<file path="src/rtl/pwm_buf_pkg.sv">
package pwm_buf_pkg;

    localparam logic [3:0] A_CTRL = 4'd0;
    localparam logic [3:0] A_XSEL = 4'd1;
    localparam logic [3:0] A_CNT  = 4'd2;
    localparam logic [3:0] A_CMPA = 4'd3;
    localparam logic [3:0] A_CMPB = 4'd4;
    localparam logic [3:0] A_CMPE = 4'd5;
    localparam logic [3:0] A_BUFC = 4'd6;
    localparam logic [3:0] A_BUFD = 4'd7;
    localparam logic [3:0] A_BUFF = 4'd8;
    localparam logic [3:0] A_FLAG = 4'd9;

    localparam int SLOT_A = 0;
    localparam int SLOT_B = 1;
    localparam int SLOT_E = 2;
    localparam int SLOTS_MAX = 3;

    typedef struct packed {
        logic buf_e;
        logic buf_b;
        logic buf_a;
        logic pwm_mode;
        logic run;
    } ctrl_t;

    function automatic logic [3:0] slot_cmp_addr(input int s);
        return A_CMPA + 4'(s);
    endfunction

    function automatic logic [3:0] slot_buf_addr(input int s);
        return A_BUFC + 4'(s);
    endfunction

    function automatic logic [2:0] xsel_mask(input bit has_ef);
        return has_ef ? 3'b111 : 3'b011;
    endfunction

    function automatic logic [4:0] ctrl_mask(input bit has_ef);
        return has_ef ? 5'b11111 : 5'b01111;
    endfunction

endpackage

</file>
<file path="src/rtl/pwm_count.sv">
module pwm_count #(
    parameter int W = 16
) (
    input  logic         clk,
    input  logic         rst,
    input  logic         tick,
    input  logic         wrap,
    input  logic         wr,
    input  logic [W-1:0] wdata,
    output logic [W-1:0] cnt_q
);
    always_ff @(posedge clk) begin
        if (rst)       cnt_q <= '0;
        else if (wr)   cnt_q <= wdata;
        else if (wrap) cnt_q <= '0;
        else if (tick) cnt_q <= cnt_q + W'(1);
    end
endmodule

</file>
<file path="src/rtl/pwm_cmp_slot.sv">
module pwm_cmp_slot #(
    parameter int W = 16
) (
    input  logic         clk,
    input  logic         rst,
    input  logic         tick,
    input  logic [W-1:0] cnt,
    input  logic         wr_cmp,
    input  logic         wr_buf,
    input  logic [W-1:0] wdata,
    input  logic         buf_en,
    input  logic         sel_clr,
    input  logic         clr_evt,
    output logic [W-1:0] cmp_q,
    output logic [W-1:0] buf_q,
    output logic         match
);
    logic [W-1:0] buf_next;
    logic         xfer_evt;

    assign match = tick && (cnt == cmp_q);

    always_comb begin
        buf_next = wr_buf ? wdata : buf_q;
        xfer_evt = buf_en && (sel_clr ? clr_evt : match);
    end

    always_ff @(posedge clk) begin
        if (rst) begin
            cmp_q <= '0;
            buf_q <= '0;
        end else begin
            buf_q <= buf_next;
            if (xfer_evt)    cmp_q <= buf_next;
            else if (wr_cmp) cmp_q <= wdata;
        end
    end
endmodule

</file>
<file path="src/rtl/pwm_buf_chan.sv">
module pwm_buf_chan
    import pwm_buf_pkg::*;
#(
    parameter int CNT_W  = 16,
    parameter bit HAS_EF = 1'b1
) (
    input  logic             clk,
    input  logic             rst,
    input  logic             cnt_en,
    input  logic             bus_we,
    input  logic [3:0]       bus_addr,
    input  logic [CNT_W-1:0] bus_wdata,
    output logic [CNT_W-1:0] bus_rdata,
    output logic             pwm_out,
    output logic [2:0]       match_flags
);
    localparam int NSLOT = HAS_EF ? 3 : 2;

    ctrl_t            ctrl_q;
    logic [2:0]       xsel_q;
    logic [2:0]       flag_q;
    logic [CNT_W-1:0] cnt_q;
    logic             tick;
    logic             clr_evt;
    logic             wr_cnt;
    logic [2:0]       wr_buf;
    logic [2:0]       wr_cmp;
    logic [2:0]       buf_en;
    logic [2:0]       sel_clr;
    logic [2:0]       match;
    logic [CNT_W-1:0] cmp_q [SLOTS_MAX];
    logic [CNT_W-1:0] buf_q [SLOTS_MAX];

    assign tick    = ctrl_q.run && cnt_en;
    assign clr_evt = match[SLOT_A];
    assign wr_cnt  = bus_we && (bus_addr == A_CNT);
    assign buf_en  = {ctrl_q.buf_e, ctrl_q.buf_b, ctrl_q.buf_a};
    assign sel_clr = xsel_q & {3{ctrl_q.pwm_mode}};

    pwm_count #(.W(CNT_W)) u_count (
        .clk   (clk),
        .rst   (rst),
        .tick  (tick),
        .wrap  (clr_evt),
        .wr    (wr_cnt),
        .wdata (bus_wdata),
        .cnt_q (cnt_q)
    );

    for (genvar s = 0; s < SLOTS_MAX; s++) begin : g_slot
        assign wr_cmp[s] = bus_we && (bus_addr == slot_cmp_addr(s));
        assign wr_buf[s] = bus_we && (bus_addr == slot_buf_addr(s));
        if (s < NSLOT) begin : g_on
            pwm_cmp_slot #(.W(CNT_W)) u_slot (
                .clk     (clk),
                .rst     (rst),
                .tick    (tick),
                .cnt     (cnt_q),
                .wr_cmp  (wr_cmp[s]),
                .wr_buf  (wr_buf[s]),
                .wdata   (bus_wdata),
                .buf_en  (buf_en[s]),
                .sel_clr (sel_clr[s]),
                .clr_evt (clr_evt),
                .cmp_q   (cmp_q[s]),
                .buf_q   (buf_q[s]),
                .match   (match[s])
            );
        end else begin : g_off
            assign cmp_q[s] = '0;
            assign buf_q[s] = '0;
            assign match[s] = 1'b0;
        end
    end

    always_ff @(posedge clk) begin
        if (rst) begin
            ctrl_q  <= '0;
            xsel_q  <= '0;
            flag_q  <= '0;
            pwm_out <= 1'b0;
        end else begin
            if (bus_we && bus_addr == A_CTRL)
                ctrl_q <= ctrl_t'(bus_wdata[4:0] & ctrl_mask(HAS_EF));
            if (bus_we && bus_addr == A_XSEL)
                xsel_q <= bus_wdata[2:0] & xsel_mask(HAS_EF);
            if (bus_we && bus_addr == A_FLAG)
                flag_q <= (flag_q & ~bus_wdata[2:0]) | match;
            else
                flag_q <= flag_q | match;
            if (match[SLOT_B])  pwm_out <= 1'b0;
            else if (clr_evt)   pwm_out <= 1'b1;
        end
    end

    assign match_flags = flag_q;

    always_comb begin
        case (bus_addr)
            A_CTRL:  bus_rdata = CNT_W'(ctrl_q);
            A_XSEL:  bus_rdata = CNT_W'(xsel_q);
            A_CNT:   bus_rdata = cnt_q;
            A_CMPA:  bus_rdata = cmp_q[SLOT_A];
            A_CMPB:  bus_rdata = cmp_q[SLOT_B];
            A_CMPE:  bus_rdata = cmp_q[SLOT_E];
            A_BUFC:  bus_rdata = buf_q[SLOT_A];
            A_BUFD:  bus_rdata = buf_q[SLOT_B];
            A_BUFF:  bus_rdata = buf_q[SLOT_E];
            A_FLAG:  bus_rdata = CNT_W'(flag_q);
            default: bus_rdata = '0;
        endcase
    end
endmodule

</file>
<file path="config.mk">
export PLATFORM = sky130hd
export DESIGN_NAME = pwm_buf_chan
export DESIGN_NICKNAME = d
export VERILOG_FILES = /design/src/rtl/pwm_buf_pkg.sv /design/src/rtl/pwm_count.sv /design/src/rtl/pwm_cmp_slot.sv /design/src/rtl/pwm_buf_chan.sv
export SDC_FILE = /design/constraint.sdc
export NUM_CORES = 1
export LEC_CHECK = 0
export ABC_AREA = 1
export CORE_ASPECT_RATIO = 0.6
export CORE_MARGIN = 3
export CORE_UTILIZATION = 35
export DETAILED_ROUTE_END_ITERATION = 8
export GPL_ROUTABILITY_DRIVEN = 0
export GPL_TIMING_DRIVEN = 1
export MAX_ROUTING_LAYER = met4
export PLACE_DENSITY = 0.57
export SYNTH_ARGS = -nofsm -noshare
export SYNTH_HDL_FRONTEND = slang
export SYNTH_SLANG_ARGS = --single-unit
</file>
<file path="constraint.sdc">
create_clock -name clk -period 2.5 [get_ports clk]
set_clock_uncertainty 0.15 [all_clocks]
set_input_delay 0.25 -clock clk [delete_from_list [all_inputs] [get_ports clk]]
set_output_delay 0.25 -clock clk [all_outputs]
set_load 0.05 [all_outputs]
</file>
==> impl_results.rst, run 1 <==
.. list-table::
   :header-rows: 1

   * - Metric
     - Value
   * - Run status
     - complete, no violations
   * - Chip width
     - ~190 um
   * - Slew at the pin closest to its max-slew limit
     - 599 ps
   * - Final hold vios
     - 0
   * - Number of I/O pins
     - 44
   * - Flip-flop and latch count after synthesis
     - ~120
   * - Floorplan die height
     - about 120 um
   * - TritonCTS Buffers
     - 17
   * - Sort of element at the end of the critical path
     - output port
   * - Number of setup violations in the final report
     - 0
   * - Total power after layout
     - about 4.9 mW
   * - Fin. max-slew vios
     - 0
   * - Average instance area after synthesis
     - roughly 6.3 sq um
   * - Post-layout nets
     - around 1200
   * - Sink Count
     - around 120
   * - Initial Utilization
     - 36.7%
   * - Unrepaired setup endpoints after global routing
     - yes
   * - Number of instances in the synthesized netlist
     - 1133
   * - Post-synthesis cell area
     - between 7000 and 8000 sq um
   * - Max rail drop VDD
     - around 500 uV
   * - TritonCTS clock tree
     - done
   * - DRC viols
     - 0
   * - Floorplan die area
     - about 22000 sq um
   * - Average via count per standard cell
     - between 5 and 6
   * - Layout fillers
     - approximately 2000
   * - Setup tns final
     - 0 ps
   * - Root buffer cell
     - clkbuf_16
   * - Highest achievable clock rate
     - a little over 400 MHz
   * - Synthesized net count
     - 1158
   * - Critical path launch point type
     - input port
   * - Wire length of the first global-routing pass
     - 44400 um
   * - Iteration-0 DRC count of the detailed router
     - approximately 1000
   * - Synthesis Warnings
     - 0
   * - CP max FO
     - 5
   * - Combined area of the multi-input logic cells
     - 4190 sq um
   * - Total of buffers placed on input and output ports
     - 43
   * - Most common cell after layout, fill and taps aside
     - nand2_1
   * - Count of standard-cell rows
     - 39
   * - Tcrit/Tclk final
     - 98.1%
   * - Fin crit period
     - 2450 ps
   * - Leak pwr
     - a little under 4 nW
   * - Instance count after placement with tap cells included
     - around 1500
   * - Area added between synthesis and finish
     - 30.5%
   * - Worst-case clock buffer depth
     - 2
   * - Final HPWL DP
     - approximately 22000 um
   * - Number of iterations in the first detailed-routing pass
     - 5
   * - Final Util
     - around 48%
   * - Share of post-route cells with drive strength above 1
     - between 10% and 20%
   * - Max transition margin
     - between 50% and 60%
   * - Diode count
     - 0
   * - All-Layer GR Usage
     - a little over a quarter
   * - Register cell area after layout
     - between 2000 and 2500 sq um
   * - Number of non-filler instances in the completed layout
     - between 1000 and 1500
   * - Vias in the first global route
     - approximately 7400
   * - Maximum level of the CTS H-tree
     - 4
   * - Proportion of netlist area held by the largest area contributor
     - between 30% and 40%
   * - Core ar.
     - 19600 sq um
   * - Worst skew pair latency
     - ~420 ps
   * - Top cells by area in the synthesized netlist
     - dfxtp_1, nand2_1, nor2_1, inv_1, a21oi_1
   * - Cell area power density
     - ~520 nW/um^2
   * - Sequential area share after synthesis
     - roughly a third
   * - Detailed-route wire length per cell
     - just under 20 um
   * - Data arrival time of the critical path
     - 2050 ps
   * - Commonest non-fill, non-tap cells in the layout
     - nand2_1, nor2_1, dfxtp_1
   * - Classification of the worst setup path
     - in2out
   * - Distinct cell type count of the synthesized netlist
     - 43
   * - Crit path required time
     - ~2100 ps
   * - Sum of routed wire length over all layers
     - ~29000 um
   * - Class of the tightest hold or removal check
     - in2reg
   * - Via count
     - 8113
   * - Initial antenna violation count
     - 0
   * - Aggregate global routing overflow
     - 0
   * - Clock slew at reported path FFs
     - 60 ps
   * - Post-route antenna net violation count
     - 0
   * - Largest net degree at the start of global routing
     - 76
   * - Leading area contributor after synthesis
     - dfxtp_1
   * - Number of maximum-capacitance constraint violations
     - 0
## metrics by stage
step                      hold WS, ps  instance area [sq um]  worst slack [ps]
final                            58.6                   9380              46.4
after global routing             73.0                   9380             -68.7
after CTS                        55.7                   9170             -17.3
after detailed placement          317                   8570              -115
after global placement            315                   8570             -60.8
after floorplan                   249                   7190               193
## metal layers
layer | GRT usage, % | wire length, um | vias to the layer above
li1 | - | - | 3924
met4 | 7.18 | 722 | 0
met3 | 5.42 | 3050 | 60
met5 | - | 0 | -
met1 | 40.0 | 13800 | 3672
met2 | 37.7 | 11400 | 457
## final cells by class
| type | count | share of cell area (%) |
|---|---|---|
| Inverter | 122 | 4.95 |
| Clock buffer | 21 | 4.91 |
| Timing Repair Buffer | 124 | 14.4 |
| Sequential cell | 124 | 26.5 |
| Clock inverter | 8 | 1.01 |
| Tap cell | 266 | 3.55 |
| Multi-Input combinational cell | 833 | 44.7 |
## final timing paths
kind,slack (ps),start,cells after the start,end
worst min register to register,340,xsel_q[1],2,xsel_q[1]
worst min-delay path,60,rst,2,g_slot[1].g_on.u_slot.buf_q[8]
worst max-delay path,50,bus_addr[3],11,bus_rdata[12]
worst max register to register,100,g_slot[0].g_on.u_slot.cmp_q[1],10,g_slot[0].g_on.u_slot.cmp_q[5]
## cells by family after synthesis
logic type,share of synthesized area (%)
fa+ha+maj,0.174
flops,34.5
buf+inv,9.87
xor+xnor,2.32
simple gates,34.9
compound gates,17.2
mux,0.992
## what timing repair did
action                                 CTS  global route
buffers inserted                         0             5
gates resized for setup                  9            39
setup endpoints to repair                7            31
pin swaps                                0            11
hold buffers                             0             0
endpoints found under the hold margin    0             0
## power by group
| group | switching (mW) | internal [mW] |
|---|---|---|
| Sequential | 0.0251 | 2.01 |
| Clock | 0.944 | 1.50 |
| Combinational | 0.292 | 0.153 |
| Total | 1.26 | 3.66 |
## flip-flops by register name, indices dropped and copies added (netlist names)
register / count
g_slot.g_on.u_slot.buf_q: 48
g_slot.g_on.u_slot.cmp_q: 48
u_count.cnt_q: 16
buf_en: 3
match_flags: 3
xsel_q: 3
ctrl_q: 2
pwm_out: 1
## synthesized netlist by cell type, drive strengths merged
| cell type | instances |
|---|---|
| nand3 | 56 |
| mux2i | 6 |
| inv | 121 |
| nand4 | 42 |
| o21ai | 79 |
| o221ai | 3 |
| a211oi | 2 |
| xnor2 | 10 |
| clkbuf | 25 |
| clkinv | 1 |
| buf | 29 |
| o22ai | 30 |
| dfxtp | 124 |
| nand3b | 3 |
| xor2 | 9 |
| nor2 | 141 |
| nor4 | 1 |
| a21oi | 77 |
| nor3 | 4 |
| o21a | 1 |
| a221oi | 14 |
| nand2 | 337 |
| o31ai | 1 |
| mux2 | 1 |
| o2111ai | 7 |
| o211ai | 4 |
| and3 | 1 |
| ha | 1 |
| or2 | 3 |
## critical path, cell delays in order
cell and delay, ps:
clkdlybuf4s50_1 450, inv_1 60, nand2_2 80, inv_1 90, nand2_2 110, clkinvlp_4 130, buf_4 190, buf_4 150
a21oi_1 150, o211ai_1 160, clkbuf_16 210
Note: power is estimated with default switching activity, not from simulation.
==> run 2: changes to the inputs <==
--- a/config.mk
+++ b/config.mk
@@ -14,6 +14,7 @@
 export GPL_TIMING_DRIVEN = 1
 export MAX_ROUTING_LAYER = met4
 export PLACE_DENSITY = 0.57
+export SLEW_MARGIN = 20
 export SYNTH_ARGS = -nofsm -noshare
 export SYNTH_HDL_FRONTEND = slang
 export SYNTH_SLANG_ARGS = --single-unit
==> results of run 2 <==
The final DEF is identical to that of run 1; final timing and power are the same.
